File: config.mk
export PLATFORM = sky130hd
export DESIGN_NAME = ahbm_master
export DESIGN_NICKNAME = d
export VERILOG_FILES = /design/src/rtl/ahbm_pkg.sv /design/src/rtl/ahbm_ctrl.sv /design/src/rtl/ahbm_datapath.sv /design/src/rtl/ahbm_master.sv
export SDC_FILE = /design/constraint.sdc
export NUM_CORES = 1
export LEC_CHECK = 0
export BUFFER_PORTS_ARGS = -buffer_cell sky130_fd_sc_hd__buf_2
export CAP_MARGIN = 20
export CORE_AREA = 8 8 152 97
export CTS_BUF_LIST = sky130_fd_sc_hd__clkbuf_8
export DETAILED_ROUTE_END_ITERATION = 10
export DIE_AREA = 0 0 160 105
export PLACE_DENSITY_LB_ADDON = 0.1
export SETUP_SLACK_MARGIN = 0.02
export SKIP_LAST_GASP = 1
export SLEW_MARGIN = 40
export SYNTH_ARGS = -nofsm -noshare
export SYNTH_HDL_FRONTEND = slang
export SYNTH_HIERARCHICAL = 1
export SYNTH_SLANG_ARGS = --single-unit
File: constraint.sdc
create_clock -name clk -period 1.3 [get_ports clk]
set_input_delay 0.065 -clock clk [delete_from_list [all_inputs] [get_ports clk]]
set_output_delay 0.065 -clock clk [all_outputs]
set_load 0.005 [all_outputs]
File: src/rtl/ahbm_pkg.sv
package ahbm_pkg;

  typedef enum logic [1:0] {
    TR_IDLE   = 2'b00,
    TR_NONSEQ = 2'b10
  } htrans_e;

  localparam logic [2:0] SZ_BYTE = 3'b000;
  localparam logic [2:0] SZ_HALF = 3'b001;
  localparam logic [2:0] SZ_WORD = 3'b010;

  // strobes from control to datapath
  typedef struct packed {
    logic loadAp;   // take a new command into the address phase
    logic advance;  // bus edge completes: address phase moves to data phase
    logic finish;   // a data phase completes at this edge
  } ctrlStrobes_t;

endpackage

File: src/rtl/ahbm_ctrl.sv
module ahbm_ctrl
  import ahbm_pkg::*;
(
  input  logic         clk,
  input  logic         rstN,
  input  logic         reqValid,
  input  logic         hready,
  output logic         reqReady,
  output logic         apValid,
  output logic         rspDone,
  output ctrlStrobes_t strobes
);

  logic dpValid;

  // a slot opens when no address phase is pending or the pending one is taken
  assign reqReady        = !apValid || hready;
  assign strobes.loadAp  = reqValid && reqReady;
  assign strobes.advance = hready;
  assign strobes.finish  = hready && dpValid;

  always_ff @(posedge clk or negedge rstN) begin
    if (!rstN) begin
      apValid <= 1'b0;
      dpValid <= 1'b0;
      rspDone <= 1'b0;
    end else begin
      if (reqReady) apValid <= reqValid;
      if (hready)   dpValid <= apValid;
      rspDone <= hready && dpValid;
    end
  end

  // a pending address phase survives a wait state
  p_stall_hold_r6: assert property (@(posedge clk) disable iff (!rstN)
    (apValid && !hready) |=> apValid);

  // an address phase taken by the bus becomes a data phase next cycle
  p_overlap_r10: assert property (@(posedge clk) disable iff (!rstN)
    (apValid && hready) |=> dpValid);

  // every done strobe comes from a completed data phase
  p_done_src_r9: assert property (@(posedge clk) disable iff (!rstN)
    rspDone |-> $past(dpValid && hready));

endmodule

File: src/rtl/ahbm_datapath.sv
module ahbm_datapath
  import ahbm_pkg::*;
#(
  parameter int ADDR_W = 32,
  parameter int DATA_W = 32
) (
  input  logic              clk,
  input  logic              rstN,
  input  ctrlStrobes_t      strobes,
  input  logic              apValid,
  input  logic [ADDR_W-1:0] reqAddr,
  input  logic              reqWrite,
  input  logic [2:0]        reqSize,
  input  logic [DATA_W-1:0] reqWdata,
  input  logic              hresp,
  input  logic [DATA_W-1:0] hrdata,
  output logic [ADDR_W-1:0] haddr,
  output logic              hwrite,
  output logic [2:0]        hsize,
  output logic [DATA_W-1:0] hwdata,
  output logic              rspErr,
  output logic [DATA_W-1:0] rspRdata
);

  localparam int MAX_SZ = $clog2(DATA_W / 8);

  logic [ADDR_W-1:0] apAddr;
  logic              apWrite;
  logic [2:0]        apSize;
  logic [DATA_W-1:0] apWdata;
  logic              dpWrite;
  logic [DATA_W-1:0] hwdataQ;
  logic [2:0]        effSize;
  logic [ADDR_W-1:0] alignedAddr;

  // clamp the size to the bus width, then round the address down
  always_comb begin
    effSize     = (reqSize > 3'(MAX_SZ)) ? 3'(MAX_SZ) : reqSize;
    alignedAddr = reqAddr;
    for (int i = 0; i < MAX_SZ; i++) begin
      if (i < int'(effSize)) alignedAddr[i] = 1'b0;
    end
  end

  always_ff @(posedge clk or negedge rstN) begin
    if (!rstN) begin
      apAddr  <= '0;
      apWrite <= 1'b0;
      apSize  <= SZ_BYTE;
      apWdata <= '0;
    end else if (strobes.loadAp) begin
      apAddr  <= alignedAddr;
      apWrite <= reqWrite;
      apSize  <= effSize;
      apWdata <= reqWdata;
    end
  end

  always_ff @(posedge clk or negedge rstN) begin
    if (!rstN) begin
      dpWrite <= 1'b0;
      hwdataQ <= '0;
    end else if (strobes.advance) begin
      dpWrite <= apValid && apWrite;
      if (apValid && apWrite) hwdataQ <= apWdata;
    end
  end

  always_ff @(posedge clk or negedge rstN) begin
    if (!rstN) begin
      rspErr   <= 1'b0;
      rspRdata <= '0;
    end else begin
      rspErr <= strobes.finish && hresp;
      if (strobes.finish) rspRdata <= dpWrite ? '0 : hrdata;
    end
  end

  assign haddr  = apAddr;
  assign hwrite = apWrite;
  assign hsize  = apSize;
  assign hwdata = hwdataQ;

  // address-phase fields stay put while the bus is stalled
  p_addr_hold_r6: assert property (@(posedge clk) disable iff (!rstN)
    (!strobes.advance && !strobes.loadAp) |=>
      ($stable(apAddr) && $stable(apWrite) && $stable(apSize)));

  // write data stays on the bus through a stalled data phase
  p_wdata_hold_r5: assert property (@(posedge clk) disable iff (!rstN)
    !strobes.advance |=> $stable(hwdataQ));

  // a halfword address never has bit 0 set
  p_align_half_r4: assert property (@(posedge clk) disable iff (!rstN)
    (apSize == SZ_HALF) |-> !apAddr[0]);

endmodule

File: src/rtl/ahbm_master.sv
module ahbm_master
  import ahbm_pkg::*;
#(
  parameter int ADDR_W = 32,
  parameter int DATA_W = 32
) (
  input  logic              clk,
  input  logic              rstN,
  input  logic              reqValid,
  output logic              reqReady,
  input  logic [ADDR_W-1:0] reqAddr,
  input  logic              reqWrite,
  input  logic [2:0]        reqSize,
  input  logic [DATA_W-1:0] reqWdata,
  output logic              rspDone,
  output logic              rspErr,
  output logic [DATA_W-1:0] rspRdata,
  output logic [ADDR_W-1:0] haddr,
  output logic [1:0]        htrans,
  output logic              hwrite,
  output logic [2:0]        hsize,
  output logic [2:0]        hburst,
  output logic [3:0]        hprot,
  output logic              hmastlock,
  output logic [DATA_W-1:0] hwdata,
  input  logic              hready,
  input  logic              hresp,
  input  logic [DATA_W-1:0] hrdata
);

  ctrlStrobes_t strobes;
  logic         apValid;
  htrans_e      transType;

  ahbm_ctrl u_ctrl (
    .clk      (clk),
    .rstN     (rstN),
    .reqValid (reqValid),
    .hready   (hready),
    .reqReady (reqReady),
    .apValid  (apValid),
    .rspDone  (rspDone),
    .strobes  (strobes)
  );

  ahbm_datapath #(.ADDR_W(ADDR_W), .DATA_W(DATA_W)) u_dp (
    .clk      (clk),
    .rstN     (rstN),
    .strobes  (strobes),
    .apValid  (apValid),
    .reqAddr  (reqAddr),
    .reqWrite (reqWrite),
    .reqSize  (reqSize),
    .reqWdata (reqWdata),
    .hresp    (hresp),
    .hrdata   (hrdata),
    .haddr    (haddr),
    .hwrite   (hwrite),
    .hsize    (hsize),
    .hwdata   (hwdata),
    .rspErr   (rspErr),
    .rspRdata (rspRdata)
  );

  assign transType = apValid ? TR_NONSEQ : TR_IDLE;
  assign htrans    = transType;
  assign hburst    = 3'b000;
  assign hprot     = 4'b0011;
  assign hmastlock = 1'b0;

  // an error flag only ever travels with a done strobe
  p_err_with_done_r8: assert property (@(posedge clk) disable iff (!rstN)
    rspErr |-> rspDone);

  // a non-sequential transfer stays on the bus until the bus takes it
  p_trans_hold_r3: assert property (@(posedge clk) disable iff (!rstN)
    (htrans == 2'b10 && !hready) |=> (htrans == 2'b10));

endmodule

==> impl_metrics.py <==
metrics = {
    "hold_path": {
        "hp-class": "input pin to flip-flop",
        "holdCritStartpoint": "reqSize[1]",
    },
    "global_routing": {
        "use_met1_pct": 21.2,
        "grtUsageMet3_pct": 7.09,
        "grt_pass1_vias": 4599,
        "antenna_found_initial": 0,
        "grt_max_degree": 46,
        "grt_use_met2_pct": 28.2,
        "grt_pass1_wl_microns": 24000,
        "grt_util_all_layers_pct": 17.4,
        "grt-busiest-layer": "met2",
        "grt_overflow": 0,
    },
    "power": {
        "comb_power_share_pct": 24.7,
        "p_leak_uw": 0.00426,
        "p_seq_share_pct": 43.8,
        "pwr_density_cell_nw_per_um2": 1500,
        "peakVddDrop_v": 0.000764,
        "pwr-share-clk_pct": 31.5,
        "switchingPower_uw": 3310,
        "switching_share_pct": 25.9,
        "p_int_uw": 9490,
    },
    "sta": {
        "finalCriticalPeriod_ns": 1.36,
        "skew_ns": 0.0116,
        "setup_viol": 80,
        "max_freq_ghz": 0.737,
        "slew_violations": 0,
        "fin_ws_ns": -0.0566,
        "rsz0062_at_grt": "true",
        "fin_crit_sh_pct": 104,
        "hold_violations": 0,
    },
    "final_layout": {
        "diodes": 0,
        "finalNonFillerCells": 862,
        "fin_util_pct": 68.2,
        "drive_gt1_share_pct": 57.9,
        "syn2layout_area_growth_pct": 56.2,
        "nets": 784,
        "final_area_sq_um": 8520,
        "fillers": 883,
    },
    "critical_path": {
        "cp.buffers_inverters": 1,
        "crit_path_start": "u_ctrl/apValid$_DFFE_PN0P_",
        "path_cells": "nand2b_4 > and2_4 > clkbuf_16 > mux2_2",
        "cp.arrival_ns": 1.66,
        "crit_type": "flip-flop to flip-flop",
        "slowest_delay_ns": 0.42,
        "critical-path-slowest-cell": "dfrtp_2",
        "path_max_fanout": 11,
        "timing.rr.start": "u_ctrl/apValid$_DFFE_PN0P_",
        "crit_family": "flip-flops",
        "cp-end-kind": "flip-flop",
        "start_kind": "flip-flop",
        "crit_required_ns": 1.60,
    },
    "route": {
        "via_per_inst": 4.70,
        "routed_wl_microns": 15100,
        "wl_per_cell_microns": 17.5,
        "drtAntennaViolNets": 0,
        "dr_total_vias": 4050,
        "drtIter0Drc": 217,
        "firstDrtPassIters": 4,
        "drc": 0,
    },
    "floorplanning": {
        "fp.dieW_microns": 160,
        "core_area_sq_um": 12500,
        "die_area_sq_um": 16800,
        "initial_core_util_pct": 43.7,
        "die_y_microns": 105,
        "rows": 32,
        "ios": 218,
    },
    "synth": {
        "yosys.area.top_type": "dfrtp_1",
        "synth_top_area_share_pct": 62.9,
        "seq_area_frac_synth_pct": 62.9,
        "ys_ff_latch": 137,
        "yosys-top-cells-area": "dfrtp_1, mux2_2, mux2_4",
        "yosysWarnings": 6,
        "ys_types": 23,
        "syn_inst": 344,
        "synth.avg_cell_area_sq_um": 15.9,
        "synth.cell_area_sq_um": 5450,
    },
    "place": {
        "post-dp-hpwl_microns": 9740,
        "pre_cts_ws_ns": -0.0846,
        "placed_cell_area_sq_um": 6790,
        "place_inst": 720,
        "io_buffers": 208,
        "gp_congestion": 0.764,
    },
    "clocking": {
        "cts_buffers": 17,
        "cts_tree": "built",
        "clk_pin_slew_worst_paths_ns": 0.08,
        "htree_levels": 4,
        "insertion_delay_ns": 0.42,
        "clockBufferDepth": 2,
        "clock-sinks": 137,
        "cts_root_buf": "clkbuf_8",
    },
    "job": {
        "max_cap_viol_count": 0,
    },
    "outcome": {
        "outcome": "finished, violations left",
        "violations": "setup timing",
    },
}
synthesized netlist by cell type:
cell type,number
nor2b_1,30
a21oi_1,1
dfrtp_1,137
and2_1,2
nor4b_1,1
mux2_4,29
nand3_4,1
nand2b_4,1
buf_4,18
a31o_1,2
a31o_2,27
and2b_1,1
nand2b_1,1
clkbuf_2,1
nor2_1,2
conb_1,2
buf_2,5
mux2_2,68
a22o_1,5
o21ai_0,1
buf_6,6
inv_2,2
and2_2,1
repair_timing:
action	in CTS	in global routing
setup endpoints to repair	88	110
gates cloned	0	6
hold endpoints to repair	238	0
setup buffers	0	1
hold buffers	103	0
pin swaps	0	1
resized for setup	0	29
stage by stage:
stage	TNS, ns	power, uW	hold WS (ns)
6_report	-2.36	12800	0.0733
5_1_grt	-5.86	13500	0.0526
4_1_cts	-3.91	12800	0.0129
3_5_place_dp	-3.43	8460	-0.0176
3_3_place_gp	-2.28	8360	-0.0194
2_1_floorplan	-3.42	7100	-0.231
tightest hold or removal path: cells and delay by family:
| family | cells | cell delay, ns |
|---|---|---|
| AO/OA/AOI/OAI | 1 | 0.24 |
| AND/OR/NAND/NOR | 1 | 0.06 |
| buffers and inverters | 1 | 0.09 |
cells by family after synthesis:
| family | share of synthesized area, % |
|---|---|
| flip-flops | 62.9 |
| multiplexers | 22.0 |
| AND/OR/NAND/NOR | 4.93 |
| AO/OA/AOI/OAI | 5.64 |
| buffers and inverters | 4.40 |
| other | 0.138 |
state kept, by name (all words and copies together), names as in the netlist:
name,flops
u_ctrl/apValid,1
u_dp/rspRdata,32
u_dp/hwdata,32
u_dp/hwrite,1
u_dp/rspErr,1
u_dp/apWdata,32
u_dp/dpWrite,1
u_ctrl/rspDone,1
u_ctrl/dpValid,1
u_dp/haddr,32
u_dp/hsize,3
final cells by class:
class,instances,area (sq um),area share [%]
Timing Repair Buffer,338,2490,29.2
Clock buffer,18,248,2.91
Sequential cell,137,3430,40.3
Clock inverter,14,219,2.57
Inverter,2,7.51,0.0881
Tap cell,170,213,2.50
Multi-Input combinational cell,183,1910,22.5
path summary, 6_finish.rpt:
kind | to | slack [ns] | cells past startpoint
worst max-delay path | u_dp/apWdata[20]$_DFFE_PN0P_ | -0.06 | 4
worst max register to register | u_dp/apWdata[20]$_DFFE_PN0P_ | -0.06 | 4
min in group asynchronous | u_dp/haddr[6]$_DFFE_PN0P_ | 0.10 | 2
worst min register to register | u_dp/hwdata[14]$_DFFE_PN0P_ | 0.50 | 1
worst min-delay path | u_dp/hsize[0]$_DFFE_PN0P_ | 0.07 | 3
max in group asynchronous | u_dp/apWdata[23]$_DFFE_PN0P_ | 0.61 | 3
cells in the final DEF (no fill, tap or decap), types with 3 or more instances in the layout:
master           n
a22o_1           5
conb_1           9
a31o_2          27
mux2_4          52
bufinv_16        5
nor2b_1         30
clkbuf_16        4
buf_6            5
buf_12           9
buf_2          207
buf_4            9
dlygate4sd3_1  103
dfrtp_1        136
inv_6            3
mux2_2          45
clkbuf_8        18
metal layers:
layer  up-vias  part of all wire, %
met1      2019                   44
met5         -                    0
met2       150                   47
met3        12                  8.1
met4         0                 0.95
li1       1869                    -
power by group through the flow:
stage               clock network [uW]  registers (uW)  logic, uW
floorplan                            0            5690       1410
global placement                     0            5640       2730
detailed placement                   0            5670       2780
CTS                               4160            5610       3030
global route                      4340            5730       3430
finish                            4030            5610       3160
Note: power is estimated with default switching activity, not from simulation.
